`src/rtl/iowin_pkg.sv`:
```
package iowin_pkg;
  localparam int BANK_W         = 3;
  localparam int INT_BANKS      = 4;
  localparam int WORDS_PER_BANK = 7;
  localparam int NUM_REGS       = INT_BANKS * WORDS_PER_BANK;
  localparam int WIN_BYTES      = 16;
  localparam int DATA_BYTES     = 4;
  localparam int SEL_BYTE       = 2 * WORDS_PER_BANK;
  localparam logic [BANK_W-1:0] EXT_BANK = 3'd7;

  typedef enum logic [1:0] {
    ACC_BYTE  = 2'd0,
    ACC_WORD  = 2'd1,
    ACC_DWORD = 2'd2,
    ACC_RSVD  = 2'd3
  } acc_size_e;

  // Reset value: bank in [15:12], word index in [11:8], fixed low byte.
  function automatic logic [15:0] reg_default(input int b, input int w);
    return {4'(b), 4'(w), 8'h5A};
  endfunction
endpackage

```
`src/rtl/iowin_addr_decode.sv`:
```
module iowin_addr_decode import iowin_pkg::*; #(
  parameter int                ADDR_W     = 16,
  parameter logic [ADDR_W-1:0] MAP_BASE   = 16'h0200,
  parameter logic [ADDR_W-1:0] STRAP_STEP = 16'h0020
) (
  input  logic [ADDR_W-1:0]     addr,
  input  logic [2:0]            ios,
  input  logic [1:0]            size,
  input  logic                  rd,
  input  logic                  wr,
  output logic                  hit,
  output logic [3:0]            off,
  output logic [DATA_BYTES-1:0] lane_en,
  output logic [WIN_BYTES-1:0]  win_en
);
  logic [ADDR_W-1:0]     base;
  logic                  in_win;
  logic                  aligned;
  logic [DATA_BYTES-1:0] size_mask;
  logic                  unused_base;

  assign base        = MAP_BASE + STRAP_STEP * ADDR_W'(ios);
  assign unused_base = ^base[3:0];

  always_comb begin
    off     = addr[3:0];
    in_win  = (addr[ADDR_W-1:4] == base[ADDR_W-1:4]);
    case (acc_size_e'(size))
      ACC_BYTE:  begin size_mask = 4'b0001; aligned = 1'b1;             end
      ACC_WORD:  begin size_mask = 4'b0011; aligned = ~addr[0];         end
      ACC_DWORD: begin size_mask = 4'b1111; aligned = (addr[1:0] == 2'b00); end
      default:   begin size_mask = 4'b0000; aligned = 1'b0;             end
    endcase
    hit     = in_win && aligned && (rd || wr);
    lane_en = hit ? size_mask : '0;
    win_en  = hit ? (WIN_BYTES'(size_mask) << addr[3:0]) : '0;
  end
endmodule

```
`src/rtl/iowin_bank_sel.sv`:
```
module iowin_bank_sel import iowin_pkg::*; (
  input  logic              clk,
  input  logic              rst_n,
  input  logic              wr_en,
  input  logic [BANK_W-1:0] wr_val,
  output logic [BANK_W-1:0] bank
);
  logic [BANK_W-1:0] bank_q;
  logic [BANK_W-1:0] bank_d;

  always_comb begin
    bank_d = bank_q;
    if (wr_en) bank_d = wr_val;
  end

  always_ff @(posedge clk or negedge rst_n) begin
    if (!rst_n)     bank_q <= '0;
    else if (wr_en) bank_q <= bank_d;
  end

  assign bank = bank_q;
endmodule

```
`src/rtl/iowin_reg_banks.sv`:
```
module iowin_reg_banks import iowin_pkg::*; #(
  parameter int NB = INT_BANKS,
  parameter int NW = WORDS_PER_BANK
) (
  input  logic                 clk,
  input  logic                 rst_n,
  input  logic [BANK_W-1:0]    bank,
  input  logic                 rd,
  input  logic                 wr,
  input  logic [2*NW-1:0]      byte_en,
  input  logic [16*NW-1:0]     wdata,
  output logic [16*NW-1:0]     rdata,
  output logic [2*NB*NW-1:0]   wr_be,
  output logic [2*NB*NW-1:0]   rd_be,
  output logic [16*NB*NW-1:0]  val
);
  for (genvar b = 0; b < NB; b++) begin : g_bank
    for (genvar w = 0; w < NW; w++) begin : g_word
      localparam int IDX = b * NW + w;
      logic [1:0]  be;
      logic [15:0] q;
      logic [15:0] d;

      assign be                = (bank == BANK_W'(b)) ? byte_en[2*w +: 2] : 2'b00;
      assign wr_be[2*IDX +: 2] = be & {2{wr}};
      assign rd_be[2*IDX +: 2] = be & {2{rd}};

      always_comb begin
        d = q;
        if (be[0]) d[7:0]  = wdata[16*w +: 8];
        if (be[1]) d[15:8] = wdata[16*w + 8 +: 8];
      end

      always_ff @(posedge clk or negedge rst_n) begin
        if (!rst_n)             q <= reg_default(b, w);
        else if (wr && (|be))   q <= d;
      end

      assign val[16*IDX +: 16] = q;
    end
  end

  always_comb begin
    rdata = '0;
    for (int b = 0; b < NB; b++) begin
      for (int w = 0; w < NW; w++) begin
        if (bank == BANK_W'(b)) rdata[16*w +: 16] = val[16*(b*NW + w) +: 16];
      end
    end
  end
endmodule

```
`src/rtl/banked_io_decoder.sv`:
```
module banked_io_decoder import iowin_pkg::*; #(
  parameter int                ADDR_W     = 16,
  parameter logic [ADDR_W-1:0] MAP_BASE   = 16'h0200,
  parameter logic [ADDR_W-1:0] STRAP_STEP = 16'h0020
) (
  input  logic                      clk,
  input  logic                      rst_n,
  input  logic [2:0]                ios,
  input  logic [ADDR_W-1:0]         host_addr,
  input  logic [1:0]                host_size,
  input  logic                      host_rd,
  input  logic                      host_wr,
  input  logic [8*DATA_BYTES-1:0]   host_wdata,
  output logic                      host_hit,
  output logic [8*DATA_BYTES-1:0]   host_rdata,
  output logic [2*NUM_REGS-1:0]     reg_wr_be,
  output logic [2*NUM_REGS-1:0]     reg_rd_be,
  output logic [16*NUM_REGS-1:0]    reg_val,
  output logic                      ext_stb,
  output logic                      ext_we,
  output logic [3:0]                ext_off,
  output logic [DATA_BYTES-1:0]     ext_be,
  output logic [8*DATA_BYTES-1:0]   ext_wdata,
  input  logic [8*DATA_BYTES-1:0]   ext_rdata
);
  localparam int NW        = WORDS_PER_BANK;
  localparam int INT_BYTES = 2 * NW;

  // Reset: asserted at once, released through two flops.
  logic [1:0] rst_pipe;
  logic       rst_n_s;

  always_ff @(posedge clk or negedge rst_n) begin
    if (!rst_n) rst_pipe <= 2'b00;
    else        rst_pipe <= {rst_pipe[0], 1'b1};
  end
  assign rst_n_s = rst_pipe[1];

  logic [3:0]             off;
  logic [DATA_BYTES-1:0]  lane_en;
  logic [WIN_BYTES-1:0]   win_en;
  logic [BANK_W-1:0]      bank;
  logic [8*WIN_BYTES-1:0] win_wdata;
  logic [8*WIN_BYTES-1:0] win_img;
  logic [16*NW-1:0]       int_rdata;
  logic [DATA_BYTES-1:0]  ext_lane;
  logic                   unused_ok;

  iowin_addr_decode #(
    .ADDR_W     (ADDR_W),
    .MAP_BASE   (MAP_BASE),
    .STRAP_STEP (STRAP_STEP)
  ) u_decode (
    .addr    (host_addr),
    .ios     (ios),
    .size    (host_size),
    .rd      (host_rd),
    .wr      (host_wr),
    .hit     (host_hit),
    .off     (off),
    .lane_en (lane_en),
    .win_en  (win_en)
  );

  function automatic logic [1:0] lane_of(input int k, input logic [3:0] o);
    logic [3:0] t;
    t = 4'(k) - o;
    return t[1:0];
  endfunction

  // Host lanes onto window bytes: window byte k takes lane (k - offset).
  always_comb begin
    for (int k = 0; k < WIN_BYTES; k++) begin
      win_wdata[8*k +: 8] = host_wdata[8*lane_of(k, off) +: 8];
    end
  end

  iowin_bank_sel u_bank (
    .clk    (clk),
    .rst_n  (rst_n_s),
    .wr_en  (host_wr && win_en[SEL_BYTE]),
    .wr_val (win_wdata[8*SEL_BYTE +: BANK_W]),
    .bank   (bank)
  );

  iowin_reg_banks #(
    .NB (INT_BANKS),
    .NW (NW)
  ) u_regs (
    .clk     (clk),
    .rst_n   (rst_n_s),
    .bank    (bank),
    .rd      (host_rd),
    .wr      (host_wr),
    .byte_en (win_en[INT_BYTES-1:0]),
    .wdata   (win_wdata[8*INT_BYTES-1:0]),
    .rdata   (int_rdata),
    .wr_be   (reg_wr_be),
    .rd_be   (reg_rd_be),
    .val     (reg_val)
  );

  // Window read image: internal words, bank pointer, upper byte zero.
  always_comb begin
    win_img                    = '0;
    win_img[8*INT_BYTES-1:0]   = int_rdata;
    win_img[8*SEL_BYTE +: 8]   = 8'(bank);
  end

  always_comb begin
    for (int j = 0; j < DATA_BYTES; j++) begin
      ext_lane[j] = lane_en[j] && (bank == EXT_BANK) &&
                    ((off + 4'(j)) < 4'(SEL_BYTE));
    end
  end

  assign ext_stb   = |ext_lane;
  assign ext_we    = host_wr && ext_stb;
  assign ext_be    = ext_lane;
  assign ext_off   = off;
  assign ext_wdata = host_wdata;

  always_comb begin
    host_rdata = '0;
    for (int j = 0; j < DATA_BYTES; j++) begin
      if (host_rd && lane_en[j]) begin
        if (ext_lane[j]) host_rdata[8*j +: 8] = ext_rdata[8*j +: 8];
        else             host_rdata[8*j +: 8] = win_img[8*(off + 4'(j)) +: 8];
      end
    end
  end

  assign unused_ok = ^{win_en[WIN_BYTES-1], win_wdata[8*WIN_BYTES-1:8*SEL_BYTE+BANK_W],
                       win_wdata[8*INT_BYTES +: 0 + 8] & 8'h00};


  size_bytes_chk: assert property (@(posedge clk) disable iff (!rst_n_s)
    host_hit |-> ($countones(win_en) == (1 << host_size)));


  bank_hold_chk: assert property (@(posedge clk) disable iff (!rst_n_s)
    (bank != $past(bank)) |-> $past(host_wr && win_en[SEL_BYTE]));


  empty_bank_chk: assert property (@(posedge clk) disable iff (!rst_n_s)
    (bank inside {3'd4, 3'd5, 3'd6}) |-> (reg_wr_be == '0 && reg_rd_be == '0 && !ext_stb));


  ext_route_chk: assert property (@(posedge clk) disable iff (!rst_n_s)
    ext_stb |-> (bank == EXT_BANK && $countones(ext_be) <= $countones(lane_en)
                 && reg_wr_be == '0));


  wr_strobe_chk: assert property (@(posedge clk) disable iff (!rst_n_s)
    (reg_wr_be != '0) |-> (host_wr && host_hit && $countones(reg_wr_be) <= DATA_BYTES));
endmodule

```
`config.mk`:
```
export PLATFORM = sky130hd
export DESIGN_NAME = banked_io_decoder
export DESIGN_NICKNAME = d
export VERILOG_FILES = /design/src/rtl/iowin_pkg.sv /design/src/rtl/iowin_addr_decode.sv /design/src/rtl/iowin_bank_sel.sv /design/src/rtl/iowin_reg_banks.sv /design/src/rtl/banked_io_decoder.sv
export SDC_FILE = /design/constraint.sdc
export NUM_CORES = 1
export LEC_CHECK = 0
export BUFFER_PORTS_ARGS = -buffer_cell sky130_fd_sc_hd__buf_2
export CAP_MARGIN = 20
export CORE_AREA = 2 2 284 286
export DETAILED_ROUTE_END_ITERATION = 8
export DIE_AREA = 0 0 286 288
export PLACE_DENSITY_LB_ADDON = 0.08
export SLEW_MARGIN = 25
export SYNTH_ARGS = -nofsm -noshare
export SYNTH_HDL_FRONTEND = slang
export SYNTH_SLANG_ARGS = --single-unit
export TNS_END_PERCENT = 10
```
`constraint.sdc`:
```
create_clock -name clk -period 14.6 [get_ports clk]
set_input_delay 2.92 -clock clk [delete_from_list [all_inputs] [get_ports clk]]
set_output_delay 2.92 -clock clk [all_outputs]
set_load 0.05 [all_outputs]
```
-- Word level (Yosys, flattened, before mapping)
Cells that the tools add are included.
- bits in registers: 453
- bits of input ports: 89
- output and inout port bits: 635
- word-level logic and storage cells: 369
- add/subtract/negate cells: 22
- $lt $le $gt $ge: 4
- eq/ne operators: 7
- shift-type cells: 20
- multiplexer cells: 68
- bitwise operators: 57
- reductions and logical operators: 133
- operators by type and width (cell ; count):
    16-bit 2-to-1 mux ; 28
    32-bit by 6-bit indexed part select with 8-bit output ; 14
    128-bit by 9-bit indexed part select with 8-bit output ; 3
    128-bit by 8-bit indexed part select with 8-bit output ; 1
    2-bit bitwise AND ; 56
    2-bit AND reduction ; 56
    8-bit 2-to-1 mux ; 8
    2-bit 2-to-1 mux ; 28
    2-bit OR reduction ; 28
    1-bit logical AND ; 44
    32-bit by 6-bit indexed part select with 3-bit output ; 1
    4-bit less-than comparator, second input constant ; 4
    1-bit by 2-bit subtractor with 2-bit output, first input constant ; 8
    15-bit 2-to-1 mux ; 1
    4-bit by 4-bit << shifter with 15-bit output ; 1
    2-bit subtractor, first input constant ; 7
    12-bit equality test ; 1
    4-bit case mux with 3 select lines ; 1
    10-bit by 8-bit adder with 11-bit output, first input constant ; 1
    4-bit by 2-bit adder with 5-bit output, second input constant ; 2
    4-bit by 2-bit adder with 4-bit output, second input constant ; 2
    3-bit by 2-bit equality test with 1-bit output, second input constant ; 2
    4-bit by 1-bit adder with 5-bit output, second input constant ; 1
    4-bit by 1-bit adder with 4-bit output, second input constant ; 1
    11 further kinds ; 12

-- Logic depth before layout (Yosys ltp)
Gate-level depths: netlist of run 1.
- depth after elaboration: 9
- depth in mapped cells: 15
- depth with buffers taken out: 9

-- By module
From an unflattened synthesis of run 1, not the netlist that was laid out.
- cell total of the unflattened synthesis: 1919
- area total of the unflattened synthesis: 27241.1 µm²
- by module, submodules not included (module ; times used ; cells each ; area an instance (µm²) ; seq. area each (µm²)):
    iowin_reg_banks ; 1 ; 1338 ; 21321.7 ; 11431.0
    banked_io_decoder ; 1 ; 501 ; 5243.8 ; 50.0
    iowin_addr_decode ; 1 ; 74 ; 566.8 ; 0.0
    iowin_bank_sel ; 1 ; 6 ; 108.9 ; 75.1

-- Worst setup path after synthesis of run 1
No wires, ideal clock.
- kind: input -> output
- start point: input host_addr[1]
- end point: output host_rdata[15]
- arrival: 7.083 ns
- data required time: 11.680 ns
- setup slack: 4.597 ns
- stages: 13
- buffers on the path: 6
- cell sequence: buf_2 inv_2 buf_1 clkbuf_1 buf_2 ha_1 clkbuf_1 clkbuf_1 o211ai_1 nand3_1 nor2_1 a21oi_1 a311oi_1
- word-level cells in the longest chain between the ends: 9
- elaborated cells on any way between the ends: 14
- those cells by class: 2 x add/sub; 1 x order compare; 1 x shift; 4 x mux; 6 x reduce/logical
- ends and longest elaborated chain (item ; line ; text):
    start, declared ; banked_io_decoder.sv:9 ; input logic [ADDR_W-1:0] host_addr,
    parallel branches: the longest is 6 deep, another holds 4-bit by 1-bit adder with 4-bit output ; - ;
    1-bit logical AND * ; banked_io_decoder.sv:112 ; ext_lane[j] = lane_en[j] && (bank == EXT_BANK) &&
    named net ext_be[1] ; banked_io_decoder.sv:22 ; output logic [DATA_BYTES-1:0] ext_be,
    8-bit 2-to-1 mux * ; banked_io_decoder.sv:127 ; if (ext_lane[j]) host_rdata[8*j +: 8] = ext_rdata[8*j +: 8];
    8-bit 2-to-1 mux * ; banked_io_decoder.sv:126 ; if (host_rd && lane_en[j]) begin
    end, declared ; banked_io_decoder.sv:15 ; output logic [8*DATA_BYTES-1:0] host_rdata,
Mark *: on every way through the listed nets, which the timed path passes.

-- Worst setup path in the final report of run 1
- start point: input host_addr[1]
- end point: output host_rdata[29]
- word-level cells in the longest chain between the ends: 9
- elaborated cells on any way between the ends: 14
- those cells by class: 2 x add/sub; 1 x order compare; 1 x shift; 4 x mux; 6 x reduce/logical
- ends and longest elaborated chain (item ; line):
    parallel branches: the longest is 8 deep, another holds 4-bit by 2-bit adder with 5-bit output ; -
    8-bit 2-to-1 mux * ; banked_io_decoder.sv:126
Mark *: on every way between the ends.

==> run metrics, run 1 <==
status=complete, no violations; required time worst endpoint=11.68 ns; Die Y=between 200 and 300 um; Synth cell types=93; clk buf depth=3; CP Launch Type=primary input; CP Data Arrival Time=7.05 ns; Synth async-reset ratio=100.0%; H-tree depth=2; peak supply drop=about 0.075 mV; CTS root buf=clkbuf_16; Antenna Violating Nets Remaining=0; Net Count, Synth=2,764; Die X=286 um; Synth warnings=0; fin area=between 30,000 and 40,000 um2; DRT Wirelength=~150,000 um; Crit Path Class=primary input to output pin; CTS sink cnt=453; top layer in use=met5; DR WL met2=68,920 um; DR vias/cell=5.983; unrepaired setup endpoints after global routing=false; CTS clk-pin slew, worst paths=0.06 ns; final hold slack=around 0.28 ns; Worst Skew=0.03336 ns; synthesis-to-layout area growth=22.45%; share of layout cells above drive strength 1=between 40% and 50%; max-cap viol count=0; Core ar.=79,640 um2; post-route minimum period=9.974 ns; final setup violation count=0; die area=between 80,000 and 90,000 um2; Mapped Area=26,530 um2; fillers=8,070; Initial Utilization=between 30% and 40%; first-pass GRT wire length=204,600 um; drt drc=0; CP Capture Type=output pin; synth top area cells=dfrtp_1, dfstp_2, o21ai_0, mux2_2, mux2i_1; Sum Neg Setup Slack=0 ns; cts repair resizes=0; Crit Path Max Fanout=38; Place WS=4.715 ns; DP Area=30,660 um2; Seq/Total Area, Yosys=between 40% and 50%; static leakage=about 15 nW; insertion delay to the later sink of the worst-skew pair=about 0.63 ns; I/O pin count=roughly 720; post-route insts no fill=4,354; DR pass1 iterations=6; Setup WS post-layout=4.626 ns; final period utilization=a little under 70%; Hold Fails Final Rpt=0; PwrDens=~90 nW/um2; cell taking the most area after synthesis=dfrtp_1; WL/cell=34.55 um; M1 WL=a little over 60,000 um; Tot GR Track Use=35.25%; post-synth top area share=26.13%; DRT iter0 DRCs=about 2,800; total congestion overflow=0; fmax=100.3 MHz; #FFs+latches synth=453; CTS Buf Count=between 50 and 60; initial antenna violation count=17; largest net degree at the start of global routing=approximately 150; TritonCTS clock tree=yes; gpl congestion=1.065; Avg Cell Area, Syn=9.946 um2; # hold bufs at CTS=0; num rows=104; Placed Cells=4,254; vias in the first global route=roughly 25,000; postcts setup bufs=0; Slew Limit Fails=0; Least-Margin Pin Slew=about 1.3 ns; main flop type after synthesis=dfrtp_1; HPWL after DPL=114,800 um; vias post-DR=26,052; Synth Instances=about 2,700; relative slew slack=15.03%; Port Buffers=approximately 720; commonest cells after routing, fill and taps aside=buf_2, o21ai_0, nand2_1; Layout Nets=3,345; Post-synth EDFFs=0; HP Class=flop to asynchronous set/reset pin; commonest non-fill, non-tap cell in the layout=buf_2; DR WL met3=13,960 um
==> sequential cells by signal (all words and copies together), names as in the netlist <==
| name | count |
|---|---|
| u_regs.g_bank.g_word.q | 448 |
| u_bank.bank | 3 |
| rst_pipe | 2 |
==> report_power, final <==
part           leakage (nW)  internal (mW)  switching [mW]
Sequential             5.65           1.26         0.00182
Clock                 0.874          0.826           0.555
Combinational          8.09         0.0580           0.220
Total                  14.6           2.14           0.777
==> through the flow <==
stage                     total power, mW  utilization, %
after floorplan                     1.434               -
after global placement              1.550           38.43
after detailed placement            1.553           38.49
after CTS                           2.936           40.75
after global routing                3.009           40.78
final                               2.919           40.79
==> path summary, 6_finish.rpt <==
check | end | start | slack [ns] | depth (start not counted)
worst max-delay path | host_rdata[29] | host_addr[1] | 4.63 | 11
worst min-delay path | u_regs.g_bank[2].g_word[0].q[0] | rst_pipe[1] | 0.28 | 0
worst max register to register | u_regs.g_bank[3].g_word[0].q[7] | u_bank.bank[1] | 10.74 | 7
worst min register to register | u_regs.g_bank[2].g_word[0].q[0] | rst_pipe[1] | 0.28 | 0
max in group asynchronous | u_regs.g_bank[2].g_word[5].q[15] | rst_pipe[1] | 11.60 | 3
min in group clk | rst_pipe[1] | rst_pipe[0] | 0.35 | 0
==> final cells by class <==
class                      count  area (um2)  area share [%]
antenna                        3       7.507         0.02311
clock buffer                  87        1625           5.004
clock inverter                10       167.7          0.5162
inverter                      23       86.33          0.2658
multi-input combinational   1924       13510           41.61
sequential                   453       11570           35.61
tap                         1060        1326           4.083
timing repair buffer         794        4187           12.89
==> per-layer routing <==
metal / global-route usage, % / vias to the layer above
met3: 9.105 / 287
li1: - / 10905
met4: 13.04 / 14
met1: 46.52 / 13331
met5: 0 / -
met2: 55.65 / 1515
==> cells by family after synthesis <==
| logic type | after synthesis | synth area share (%) |
|---|---|---|
| compound gates | 809 | 18.07 |
| buf+inv | 290 | 5.901 |
| simple gates | 679 | 11.90 |
| xor+xnor | 7 | 0.2311 |
| flops | 453 | 43.57 |
| mux | 420 | 19.94 |
| fa+ha+maj | 8 | 0.3774 |
| other cells | 1 | 0.01414 |
==> cells in the mapped netlist, types with 6 or more instances <==
library cell / number
o22ai_1: 57
nor4_1: 8
nand2b_1: 12
and2_1: 6
dfstp_2: 176
o21a_1: 14
a22o_1: 6
nor3_1: 15
ha_1: 8
o21ai_0: 464
a21oi_1: 52
buf_2: 49
mux2i_1: 174
a221o_1: 7
buf_4: 57
a31oi_1: 18
nand4_4: 8
o21ai_2: 20
a221oi_1: 15
inv_1: 18
a311oi_1: 6
nand2_1: 314
a32o_1: 6
nand3_1: 33
dfrtp_1: 277
a211oi_1: 8
buf_1: 15
mux2_2: 171
and3_1: 7
mux2_1: 6
a22oi_1: 13
nor2_1: 197
clkbuf_1: 121
nand4_1: 22
o221ai_1: 9
mux4_2: 69
o211ai_1: 15
buf_6: 20
o21ai_1: 45
==> critical path, cell delays in order <==
cell      delay (ns)
buf_2           0.53
inv_2           0.04
buf_4           0.33
ha_1            0.93
o311ai_0        0.26
buf_4           0.19
or2_1           0.37
inv_2           0.24
a311oi_1        0.07
a211oi_1        0.73
buf_2           0.40
Note: power is estimated with default switching activity, not from simulation.
==> inputs of run 2 (changes only) <==
==> constraint.sdc (replaced) <==
create_clock -name clk -period 10 [get_ports clk]
set_input_delay 2 -clock clk [delete_from_list [all_inputs] [get_ports clk]]
set_output_delay 2 -clock clk [all_outputs]
set_load 0.05 [all_outputs]
==> run 2 against run 1 <==
Effect of this change: routed wire length is essentially flat; power is 46% higher; global-route usage up 0.068 points; worst setup slack got worse by 2.4 ns; final area grew 0.14%; combinational power grew 46%; first-iteration DRC count decreased by 6.8%; flip-flop and latch count stayed put; register-to-register slack worse by 4.7 ns; critical path type unchanged.
==> run metrics, run 2 (synthesis gave the netlist of run 1 again) <==
status=complete, no violations; max-cap viol count=0; relative slew slack=between 20 and 25%; Least-Margin Pin Slew=~1.1 ns; HPWL after DPL=115,600 um; DR vias/cell=5.901; Slew Limit Fails=0; fillers=8,016; insertion delay to the later sink of the worst-skew pair=between 0.6 and 0.7 ns; PwrDens=about 130 nW/um2; Final Power=between 4 and 5 mW; Register-to-Register Path Depth=7; final hold slack=0.3493 ns; CTS root buf=clkbuf_16; Largest Register=u_regs.g_bank.g_word.q; first-pass GRT wire length=roughly 210,000 um; static leakage=14.65 nW; Crit Reg-Reg Startpoint=u_bank.bank[1]; HP Class=flop to flop; Port Buffers=about 720; Core ar.=79,640 um2; die area=82,370 um2; total congestion overflow=0; Layout Nets=3,349; post-route minimum period=7.772 ns; Worst Setup SP=host_addr[4]; hold path depth=0; DR pass1 iterations=8; final setup violation count=0; cts repair resizes=0; CP Launch Type=primary input; Die X=286 um; DP Area=30,750 um2; initial antenna violation count=17; CP Capture Type=output pin; clk buf depth=3; CTS Buf Count=52; I/O pin count=724; commonest cells after routing, fill and taps aside=buf_2, o21ai_0, nand2_1; drt drc=0; max FFs per register=448; gpl congestion=0.9910; fin area=32,530 um2; num rows=104; postcts setup bufs=0; CP Data Arrival Time=5.77 ns; Sum Neg Setup Slack=0 ns; peak supply drop=0.1113 mV; H-tree depth=2; # hold bufs at CTS=0; synthesis-to-layout area growth=22.62%; final period utilization=77.72%; register-to-register setup slack=6.03 ns; required time worst endpoint=8.00 ns; Initial Utilization=33.31%; commonest non-fill, non-tap cell in the layout=buf_2; Hold Fails Final Rpt=0; share of layout cells above drive strength 1=41.92%; vias post-DR=25,718; Antenna Violating Nets Remaining=0; Tot GR Track Use=approximately a third; FF-to-FF End=u_regs.g_bank[2].g_word[1].q[5]; TritonCTS clock tree=yes; Crit Path Max Fanout=12; unrepaired setup endpoints after global routing=false; fmax=128.7 MHz; Hold EP=rst_pipe[1]; vias in the first global route=between 20,000 and 25,000; CTS sink cnt=453; DRT Wirelength=between 150,000 and 200,000 um; largest net degree at the start of global routing=around 150; hold path start=rst_pipe[0]; Worst Skew=0.009937 ns; Die Y=288 um; DRT iter0 DRCs=2,587; Crit Path Class=primary input to output pin; CTS clk-pin slew, worst paths=0.06 ns; WL/cell=~35 um
[run 2: layout make-up]
cell class	instances	area [um2]	share of cell area, %
multi-input cells	1924	13520	41.56
well taps	1060	1326	4.078
repair buffers	798	4254	13.08
diodes	4	10.01	0.03077
inverters	23	86.33	0.2654
clock buffers	83	1569	4.824
clock inverters	13	193.9	0.5962
flip-flops and latches	453	11570	35.56
[run 2: layer usage]
layer / up-vias / global-route usage [%] / routed length [um]
met4: 16 / 12.40 / 6114
met5: - / 0 / 104
met3: 250 / 8.360 / 12290
met1: 13243 / 47.04 / 62650
met2: 1275 / 56.15 / 69310
li1: 10934 / - / -
[run 2: worst max-delay path, stage by stage]
cell and delay [ns]:
buf_2 0.13, nor4b_2 0.67, o211ai_1 0.43, or3_1 0.62, inv_2 0.47, nand2_1 0.37
inv_2 0.33, nor3_1 0.10, nor3_1 0.27, buf_2 0.37
[run 2: worst max-delay path by stage]
| stage | to | slack, ns | cells after the start |
|---|---|---|---|
| after floorplan | host_rdata[15] | 1.84 | 13 |
| after global placement | host_rdata[29] | 2.03 | 9 |
| after detailed placement | host_rdata[29] | 2.41 | 11 |
| after CTS | host_rdata[29] | 2.40 | 11 |
| after global routing | host_rdata[29] | 2.24 | 11 |
| final | host_rdata[20] | 2.23 | 10 |
[run 2: per-stage QoR]
step | util, % | setup WS [ns] | std cells
after floorplan | - | 1.837 | 2667
final | 40.84 | 2.228 | 4358
after CTS | 40.82 | 2.403 | 4354
after global placement | 38.52 | 2.030 | 4256
after detailed placement | 38.61 | 2.415 | 4258
after global routing | 40.83 | 2.236 | 4354
[run 2: power by group]
group | total (mW) | switching (mW) | internal [mW]
combinational | 0.405 | 0.320 | 0.0855
sequential | 1.84 | 0.00546 | 1.84
clock | 2.01 | 0.808 | 1.20
==> inputs of run 3 (changes only) <==
--- a/config.mk
+++ b/config.mk
@@ -7,9 +7,9 @@
 export LEC_CHECK = 0
 export BUFFER_PORTS_ARGS = -buffer_cell sky130_fd_sc_hd__buf_2
 export CAP_MARGIN = 20
-export CORE_AREA = 2 2 284 286
+export CORE_AREA = 2 2 281 283
 export DETAILED_ROUTE_END_ITERATION = 8
-export DIE_AREA = 0 0 286 288
+export DIE_AREA = 0 0 283 285
 export PLACE_DENSITY_LB_ADDON = 0.08
 export SLEW_MARGIN = 25
 export SYNTH_ARGS = -nofsm -noshare
==> constraint.sdc (replaced) <==
create_clock -name clk -period 6.4 [get_ports clk]
set_input_delay 1.28 -clock clk [delete_from_list [all_inputs] [get_ports clk]]
set_output_delay 1.28 -clock clk [all_outputs]
set_load 0.05 [all_outputs]
==> run 3 against run 2 <==
Effect of this change: register-to-register slack worse by 3.4 ns; clock power increased by 60%; worst hold slack got worse by 0.11 ns; flip-flop and latch count stayed put; sequential share of layout area decreased by 0.89 points; cell count up 1.3%; final area is 2.6% higher; clock skew rose by 0.0045 ns; via count is 2.9% higher; global-route usage is 1.2 points higher; critical path type unchanged; critical endpoint is now host_rdata[27]; largest cell class unchanged; highest routed layer unchanged.
==> run metrics, run 3 (synthesis gave the netlist of run 1 again) <==
required time worst endpoint=just over 5 ns; Core ar.=77,970 um2; sw power=1.791 mW; commonest non-fill, non-tap cell in the layout=buf_2; register-to-register setup slack=2.62 ns; max FFs per register=448; Setup WS post-layout=0.3938 ns; Layout Nets=3,408; max-cap viol count=0; static leakage=15.04 nW; H-tree depth=2; final setup violation count=0; Place WS=0.5918 ns; insertion delay to the later sink of the worst-skew pair=0.61 ns; post-route minimum period=6.006 ns; Seq pwr share=42.7%; largest net degree at the start of global routing=167; die area=80,660 um2; Crit Path Class=primary input to output pin; initial antenna violation count=14; Hold Fails Final Rpt=0; final period utilization=a little over nine tenths; share of layout cells above drive strength 1=between 40% and 50%; Crit Path Max Fanout=40; num rows=103; CP Data Arrival Time=4.73 ns; Initial Utilization=34.02%; Largest Register=u_regs.g_bank.g_word.q; sw frac=26.57%; CP Launch Type=primary input; relative slew slack=24.01%; # hold bufs at CTS=0; DP Area=31,450 um2; TritonCTS clock tree=yes; DRT iter0 DRCs=2,605; CP Capture Type=output pin; vias in the first global route=approximately 26,000; total congestion overflow=0; clock power share=47.6%; fin area=~33,000 um2; first-pass GRT wire length=210,600 um; P_int=between 4 and 5 mW; synthesis-to-layout area growth=25.78%; commonest cells after routing, fill and taps aside=buf_2, o21ai_0, nand2_1; cts repair resizes=0; vias post-DR=26,459; CTS sink cnt=around 450; Final Power=6.738 mW; post-route insts no fill=4,414; DR pass1 iterations=9; fmax=166.5 MHz; peak supply drop=around 0.23 mV; Placed Cells=4,304; status=complete, no violations; PwrDens=202.0 nW/um2; CTS clk-pin slew, worst paths=0.06 ns; I/O pin count=724; CTS Buf Count=54; DR vias/cell=approximately 6; Comb pwr share=about a tenth; Tot GR Track Use=36.54%; HP Class=flop to asynchronous set/reset pin; Die X=283 um; fillers=7,823; HPWL after DPL=118,700 um; WL/cell=34.57 um; Worst Skew=0.01445 ns; drt drc=0; Slew Limit Fails=0; clk buf depth=3; Least-Margin Pin Slew=1.140 ns; gpl congestion=1.024; DRT Wirelength=152,600 um; unrepaired setup endpoints after global routing=false; Die Y=around 290 um; Antenna Violating Nets Remaining=0; final hold slack=approximately 0.24 ns; Port Buffers=723; CTS root buf=clkbuf_16; postcts setup bufs=0
## run 3: cell types whose count changed in the layout (fill, tap and decap cells not counted), moves of 3 or more
cell,change
buf_12,+23
buf_2,-21
buf_4,+56
clkbuf_16,+4
clkbuf_8,-4
clkinv_2,+6
diode_2,+3
## run 3: worst paths after layout
| kind | end | from | depth (start not counted) |
|---|---|---|---|
| setup / recovery | host_rdata[27] | host_addr[2] | 8 |
| hold / removal | u_regs.g_bank[1].g_word[4].q[9] | rst_pipe[1] | 0 |
| setup reg to reg | u_regs.g_bank[1].g_word[0].q[0] | u_bank.bank[0] | 7 |
| hold reg to reg | u_regs.g_bank[1].g_word[4].q[9] | rst_pipe[1] | 0 |
| max in group asynchronous | u_regs.g_bank[1].g_word[3].q[0] | rst_pipe[1] | 2 |
| min in group clk | rst_pipe[1] | rst_pipe[0] | 0 |
## run 3: routing by layer
metal  track usage [%]  share of wire, %  vias up
met5                 0             0.043        -
met2             57.89                46     1463
met3             8.456               8.3      289
met4             14.14               4.4       10
met1             48.54                41    13654
li1                  -                 -    11043
## run 3: worst max-delay path, cell delays in order
cell and delay (ns):
buf_2 0.78, nand4bb_1 0.52, o22ai_1 0.73, a221o_1 0.23
or4_1 0.12, o311ai_0 0.29, a21oi_1 0.53, buf_12 0.21
## run 3: power by group through the flow
stage | Combinational, mW | Sequential, mW | Clock, mW
final | 0.655 | 2.87 | 3.21
after CTS | 0.633 | 2.88 | 3.26
after global routing | 0.680 | 2.87 | 3.37
after detailed placement | 0.632 | 2.93 | 0
after global placement | 0.625 | 2.93 | 0
after floorplan | 0.314 | 2.96 | 0
## run 3: final cells by class
cell class	instances	area [um2]	area share, %
Clock buffer	81	1607	4.815
Tap cell	1050	1314	3.938
Antenna cell	7	17.52	0.05250
Clock inverter	21	240.2	0.7200
Timing Repair Buffer	855	5035	15.09
Inverter	23	86.33	0.2588
Sequential cell	453	11570	34.67
Multi-Input combinational cell	1924	13500	40.46
## run 3: stage by stage
stage | utilization [%] | setup TNS, ns
after floorplan | - | -0.3974
after global placement | 40.31 | 0
after detailed placement | 40.34 | 0
after CTS | 42.71 | 0
after global routing | 42.78 | 0
final | 42.79 | 0
